`src/rtl/syncsel_pkg.sv`:
```
package syncsel_pkg;
  typedef enum logic [1:0] {
    SRC_DSYNC = 2'd0,
    SRC_TC    = 2'd1,
    SRC_OS    = 2'd2,
    SRC_NONE  = 2'd3
  } src_sel_t;
endpackage

```
`src/rtl/syncsel_regs.sv`:
```
module syncsel_regs #(
  parameter int ADDR_W    = 4,
  parameter int DATA_W    = 16,
  parameter int CTRL_ADDR = 10,
  parameter int OS_ADDR   = 11,
  parameter int SEL_LSB   = 8,
  parameter int DIS_BIT   = 10
) (
  input  logic                  clk,
  input  logic                  rst_n,
  input  logic                  wr_en,
  input  logic [ADDR_W-1:0]     wr_addr,
  input  logic [DATA_W-1:0]     wr_data,
  input  logic [ADDR_W-1:0]     rd_addr,
  output logic [DATA_W-1:0]     rd_data,
  output syncsel_pkg::src_sel_t sel,
  output logic                  sync_dis,
  output logic                  os_pulse
);
  localparam logic [ADDR_W-1:0] CTRL_A = ADDR_W'(CTRL_ADDR);
  localparam logic [ADDR_W-1:0] OS_A   = ADDR_W'(OS_ADDR);

  logic ctrl_hit, os_hit;
  assign ctrl_hit = wr_en && (wr_addr == CTRL_A);
  assign os_hit   = wr_en && (wr_addr == OS_A);

  always_ff @(posedge clk or negedge rst_n) begin
    if (!rst_n) begin
      sel      <= syncsel_pkg::SRC_DSYNC;
      sync_dis <= 1'b0;
      os_pulse <= 1'b0;
    end else begin
      os_pulse <= os_hit;
      if (ctrl_hit) begin
        sel      <= syncsel_pkg::src_sel_t'(wr_data[SEL_LSB +: 2]);
        sync_dis <= wr_data[DIS_BIT];
      end
    end
  end

  always_comb begin
    rd_data = '0;
    if (rd_addr == CTRL_A) begin
      rd_data[SEL_LSB +: 2] = sel;
      rd_data[DIS_BIT]      = sync_dis;
    end
  end


  os_width_chk: assert property (@(posedge clk) disable iff (!rst_n)
    os_pulse |-> $past(wr_en && (wr_addr == OS_A)));

  os_ctrl_keep_chk: assert property (@(posedge clk) disable iff (!rst_n)
    $past(!ctrl_hit) |-> ($stable(sel) && $stable(sync_dis)));
endmodule

```
`src/rtl/syncsel_delay.sv`:
```
module syncsel_delay #(
  parameter int DEPTH = 4
) (
  input  logic clk,
  input  logic rst_n,
  input  logic din,
  output logic dout
);
  logic [DEPTH-1:0] stg;

  generate
    for (genvar i = 0; i < DEPTH; i++) begin : g_stage
      always_ff @(posedge clk or negedge rst_n) begin
        if (!rst_n) stg[i] <= 1'b0;
        else if (i == 0) stg[i] <= din;
        else stg[i] <= stg[(i == 0) ? 0 : i-1];
      end
    end
  endgenerate

  assign dout = stg[DEPTH-1];
endmodule

```
`src/rtl/syncsel_top.sv`:
```
module syncsel_top #(
  parameter int ADDR_W    = 4,
  parameter int DATA_W    = 16,
  parameter int CTRL_ADDR = 10,
  parameter int OS_ADDR   = 11,
  parameter int SEL_LSB   = 8,
  parameter int DIS_BIT   = 10,
  parameter int SYNC_DLY  = 4
) (
  input  logic              clk,
  input  logic              rst_n,
  input  logic              wr_en,
  input  logic [ADDR_W-1:0] wr_addr,
  input  logic [DATA_W-1:0] wr_data,
  input  logic [ADDR_W-1:0] rd_addr,
  output logic [DATA_W-1:0] rd_data,
  input  logic              sync_in,
  input  logic              tc_in,
  output logic              sync_out,
  output logic              one_shot,
  output logic              cnt_reload
);
  import syncsel_pkg::*;

  src_sel_t sel;
  logic     sync_dis, dsync;

  syncsel_regs #(
    .ADDR_W(ADDR_W), .DATA_W(DATA_W), .CTRL_ADDR(CTRL_ADDR),
    .OS_ADDR(OS_ADDR), .SEL_LSB(SEL_LSB), .DIS_BIT(DIS_BIT)
  ) u_regs (
    .clk(clk), .rst_n(rst_n), .wr_en(wr_en), .wr_addr(wr_addr),
    .wr_data(wr_data), .rd_addr(rd_addr), .rd_data(rd_data),
    .sel(sel), .sync_dis(sync_dis), .os_pulse(one_shot)
  );

  syncsel_delay #(.DEPTH(SYNC_DLY)) u_dly (
    .clk(clk), .rst_n(rst_n), .din(sync_in), .dout(dsync)
  );

  always_comb begin
    unique case (sel)
      SRC_DSYNC: sync_out = dsync & ~sync_dis;
      SRC_TC:    sync_out = tc_in;
      SRC_OS:    sync_out = one_shot;
      default:   sync_out = 1'b0;
    endcase
  end

  assign cnt_reload = sync_in & ~sync_dis;


  never_src_chk: assert property (@(posedge clk) disable iff (!rst_n)
    (sel == SRC_NONE) |-> !sync_out);

  tc_src_chk: assert property (@(posedge clk) disable iff (!rst_n)
    (sel == SRC_TC) |-> (sync_out == tc_in));

  reload_off_chk: assert property (@(posedge clk) disable iff (!rst_n)
    sync_dis |-> !cnt_reload);

  dis_quiet_chk: assert property (@(posedge clk) disable iff (!rst_n)
    (sync_dis && sel == SRC_DSYNC) |-> !sync_out);
endmodule

```
`config.mk`:
```
export PLATFORM = sky130hd
export DESIGN_NAME = syncsel_top
export DESIGN_NICKNAME = d
export VERILOG_FILES = /design/src/rtl/syncsel_pkg.sv /design/src/rtl/syncsel_regs.sv /design/src/rtl/syncsel_delay.sv /design/src/rtl/syncsel_top.sv
export SDC_FILE = /design/constraint.sdc
export NUM_CORES = 1
export LEC_CHECK = 0
export ABC_AREA = 1
export BUFFER_PORTS_ARGS = -buffer_cell sky130_fd_sc_hd__buf_2
export CAP_MARGIN = 20
export CORE_AREA = 2 2 41 43
export CTS_CLUSTER_SIZE = 8
export DETAILED_ROUTE_END_ITERATION = 16
export DIE_AREA = 0 0 43 45
export PLACE_DENSITY = 0.81
export SLEW_MARGIN = 30
export SYNTH_ARGS = -nofsm -noshare
export SYNTH_HDL_FRONTEND = slang
export SYNTH_HIERARCHICAL = 1
export SYNTH_SLANG_ARGS = --single-unit
export TNS_END_PERCENT = 20
```
`constraint.sdc`:
```
create_clock -name clk -period 0.8 [get_ports clk]
set_input_delay 0.12 -clock clk [delete_from_list [all_inputs] [get_ports clk]]
set_output_delay 0.12 -clock clk [all_outputs]
set_load 0.01 [all_outputs]
```
# Yosys cells after proc, flatten, opt, wreduce, memory -nomap -nowiden
# Index checks and enable logic that the tools add are counted.
[totals]
register_bits = 8
output_inout_bits = 19
[classes]
eq_ne = 5
mux = 2
bitwise_logic = 3
n_reduce_logical = 3
[op_table]
columns = ["op", "n"]
rows = [
  ["$eq 4x4->1 const B", 3],
  ["$mux 3", 1],
  ["$pmux 1 s3", 1],
  ["$and 1x1->1", 2],
  ["$eq 2x1->1 const B", 1],
  ["$eq 2x2->1 const B", 1],
  ["$logic_and 1x1->1", 2],
  ["$logic_not 2->1", 1],
  ["$not 1->1", 1],
]

# Longest topological paths before layout
[depth]
word_depth = 3
mapped_depth = 5
mapped_depth_nobuf = 5

# Cells and area by module
# Netlist, hierarchy kept.
[modules_own_cells]
columns = ["mod", "n_inst", "cells_per_inst", "area_per_inst_um2", "seq_area_each_um2"]
rows = [
  ["syncsel_regs", 1, 42, 327.8, 100.1],
  ["syncsel_delay", 1, 4, 100.1, 100.1],
  ["syncsel_top", 1, 11, 47.5, 0.0],
]

# Least setup slack after synthesis
# No wires, ideal clock.
[synth_path]
path_kind = "register -> output"
startpoint = "register u_regs.sel[0]"
endpoint = "output sync_out"
t_arrival_ns = 0.628
required_ns = 0.680
path_slack_ns = 0.052
path_stages_with_launch = 4
n_path_buf = 0
cell_sequence = "dfrtp_1 > nor2_1 > nand2_1 > nand3_1"
[synth_via]
elab_chain_len = 2
[synth_lines]
columns = ["item", "line_no", "source"]
rows = [
  ["start: declaration", "syncsel_regs.sv:16", "output syncsel_pkg::src_sel_t sel,"],
  ["start signal: assignment", "syncsel_regs.sv:29", "sel <= syncsel_pkg::SRC_DSYNC;"],
  ["start signal: assignment", "syncsel_regs.sv:35", "sel <= syncsel_pkg::src_sel_t'(wr_data[SEL_LSB +: 2]);"],
  ["$eq 2x2->1, or another cell as far along", "syncsel_top.sv:42", "unique case (sel)"],
  ["$pmux 1 s3 (*)", "syncsel_top.sv:42", ""],
  ["end: declaration", "syncsel_top.sv:19", "output logic sync_out,"],
]
# Every way passes the cells marked *; elsewhere a longest branch is shown, timed or not.

# Final worst setup path
[layout_path]
startpoint = "register u_regs.sel[1]"
endpoint = "output sync_out"
# Same word-level chain as after synthesis.

==> impl_metrics.json <==
{
  "synth.top_cell.area_share": 0.421,
  "largest_cells_by_area_after_synthesis": "sky130_fd_sc_hd__dfrtp_1 (42%), sky130_fd_sc_hd__buf_4 (21%), sky130_fd_sc_hd__inv_1 (6.3%)",
  "drt_iter0_drc": 0,
  "detail_route.wirelength_um": 848,
  "power.ir.vdd_worst_mv": 0.617,
  "instances_no_fill": 98,
  "largest_net_degree_at_the_start_of_global_routing": 9,
  "total_leakage_power_nw": 0.346,
  "yosysUniqueCellTypes": 13,
  "power_per_cell_area_nw_per_um2": 1770,
  "gr-usage-all-layers": 0.0969,
  "clock-sinks": 8,
  "design.core.area_um2": 1470,
  "ys.warnings.count": 6,
  "initial_core_utilization": 0.323,
  "dp_hpwl_um": 702,
  "global_route_wire_length_before_repair_um": 1330,
  "cts_root_buffer": "sky130_fd_sc_hd__clkbuf_4",
  "final_instance_area_um2": 591,
  "cp.required_ns": 0.68,
  "placed_area_um2": 548,
  "die_h_um": 45,
  "cts-buffers-inserted": 3,
  "drc_errors": 0,
  "power.switching_mw": 0.315,
  "skew_pair_late_insertion_delay_ns": 0.25,
  "finalWorstPathRequiredPeriod_ns": 1.13,
  "cts_tree": "done",
  "mean_post_synth_cell_area_um2": 8.34,
  "antenna_cells_inserted": 0,
  "worst_hold_slack_ns": 0.0699,
  "port_buffers": 21,
  "path_class_of_the_lowest_slack_min_delay_path": "primary input to flop",
  "hold_viol_final": 0,
  "timing.critical_path.to_type": "output port",
  "finalClockSkew_ns": 0.000135,
  "power.share.clock": 0.289,
  "design.portCount": 48,
  "p_int_mw": 0.730,
  "final_layout_size_suffix_gt1_frac": 0.366,
  "cell_type_contributing_the_most_total_cell_area_after_synthesis": "sky130_fd_sc_hd__dfrtp_1",
  "maxCapViolCount": 0,
  "final_net_count": 113,
  "drt.antenna.violating_nets": 0,
  "die_width_um": 43,
  "slew_viol_final": 0,
  "fmax_mhz": 887,
  "timing.critical_path.arrival_ns": 1.01,
  "worstSetupStartpointType": "flop",
  "area_delta_synth_final_pct": 24.2,
  "dpl.cell_count": 93,
  "fillers": 173,
  "clk_pin_slew_worst_paths_ns": 0.05,
  "pwr-share-comb": 0.234,
  "clockBufferDepth": 2,
  "critPathMaxFanout": 4,
  "grt_antenna_before_repair": 0,
  "rows": 14,
  "synth_seq_area_share": 0.421,
  "dr.pass1.iters": 1,
  "die_area_um2": 1940,
  "outcome": "finished, violations left",
  "tns_ns": -1.35,
  "htree_num_levels": 1,
  "synth.cell_area_um2": 475,
  "number_of_failing_setup_endpoints_in_the_final_timing_report": 6,
  "cells_after_synthesis": 57,
  "detail_route.vias_per_cell": 3.92,
  "power_frac_seq": 0.477,
  "unrepaired_setup_endpoints_after_global_routing": "true",
  "worstSetupPathType": "flop to output port",
  "place.gp.congestion": 0.733,
  "period_share": 1.41,
  "final_critical_path_setup_slack_ns": -0.328,
  "power_switching_share": 0.302,
  "grt_pass1_vias": 362,
  "vias": 384,
  "failing_checks": "negative setup slack",
  "postSynthRegisterBits": 8,
  "wl_per_cell_um": 8.65,
  "grt_overflow": 0
}
==> flip-flops by register name (all words and copies together), names as in the netlist <==
| signal | cells |
|---|---|
| u_dly/stg | 3 |
| u_regs/os_pulse | 1 |
| u_regs/sync_dis | 1 |
| u_dly/dout | 1 |
| u_regs/sel | 2 |
==> cell type report <==
type | instances | area (µm²) | area share
Tap cell | 16 | 20.0 | 0.0339
Clock buffer | 3 | 22.5 | 0.0381
Multi-Input combinational cell | 39 | 189 | 0.320
Timing Repair Buffer | 23 | 125 | 0.212
Sequential cell | 8 | 200 | 0.339
Inverter | 9 | 33.8 | 0.0572
==> cell usage after synthesis (all sizes together) <==
master / count
buf: 13
conb: 1
dfrtp: 8
inv: 9
nor2: 9
nand2: 9
nand3: 5
o21bai: 3
==> per-stage QoR <==
stage	setup slack, ns	power, mW	utilization
CTS	-0.341	1.06	0.401
finish	-0.328	1.04	0.401
global placement	-0.0436	0.728	0.372
detailed placement	-0.0750	0.742	0.372
global route	-0.393	1.11	0.401
floorplan	0.0521	0.687	-
==> timing repair <==
| action | in CTS | in global routing |
|---|---|---|
| hold buffers | 2 | 0 |
| buffers inserted | 0 | 0 |
| setup endpoints to repair | 7 | 9 |
| hold endpoints to repair | 9 | 0 |
| resized for setup | 0 | 1 |
| pin swaps | 5 | 2 |
==> routing by layer <==
metal / global-route usage / wire length (µm) / vias up
met5: 0 / 0 / -
met4: 0.0909 / 0 / 0
met2: 0.158 / 408 / 23
met1: 0.104 / 364 / 164
li1: - / - / 197
met3: 0.0240 / 75 / 0
==> cell usage in the layout (no fill, tap or decap) <==
cell type / n
sky130_fd_sc_hd__nand3_4: 1
sky130_fd_sc_hd__dfrtp_1: 8
sky130_fd_sc_hd__buf_2: 21
sky130_fd_sc_hd__nand3_1: 4
sky130_fd_sc_hd__inv_2: 2
sky130_fd_sc_hd__dlygate4sd3_1: 2
sky130_fd_sc_hd__nor2_4: 1
sky130_fd_sc_hd__inv_1: 7
sky130_fd_sc_hd__nor2_1: 7
sky130_fd_sc_hd__conb_1: 13
sky130_fd_sc_hd__nand2_2: 1
sky130_fd_sc_hd__clkbuf_4: 3
sky130_fd_sc_hd__o21bai_1: 3
sky130_fd_sc_hd__nor2_2: 1
sky130_fd_sc_hd__nand2_1: 8
==> logic make-up after synthesis <==
kind of cell | after synthesis | synth area share
other | 1 | 0.00789
AND/OR/NAND/NOR | 23 | 0.247
flip-flops | 8 | 0.421
AO/OA/AOI/OAI | 3 | 0.0474
buffers and inverters | 22 | 0.276
==> power groups by stage <==
stage          sequential [mW]  clock (mW)  combinational, mW
3_3_place_gp             0.498           0              0.230
2_1_floorplan            0.490           0              0.198
4_1_cts                  0.498       0.311              0.246
5_1_grt                  0.505       0.330              0.278
3_5_place_dp             0.505           0              0.237
6_report                 0.498       0.302              0.244
==> worst max-delay path, cell delays in order (launching register included) <==
cell	delay, ns
sky130_fd_sc_hd__dfrtp_1	0.41
sky130_fd_sc_hd__nor2_1	0.11
sky130_fd_sc_hd__nand2_1	0.06
sky130_fd_sc_hd__nand3_1	0.06
sky130_fd_sc_hd__buf_2	0.12
==> final timing paths <==
kind                                    start       endpoint  slack (ns)  cells past startpoint
worst min-delay path               wr_data[9]  u_regs/sel[1]        0.07                      3
min in group asynchronous               rst_n  u_regs/sel[0]        0.24                      2
max in group asynchronous               rst_n     u_dly/dout        0.41                      2
worst max register to register  u_regs/sel[0]  u_regs/sel[0]           0                      3
worst min register to register   u_dly/stg[0]   u_dly/stg[1]        0.35                      0
worst max-delay path            u_regs/sel[1]       sync_out       -0.33                      4
(Power assumes the default switching activity.)
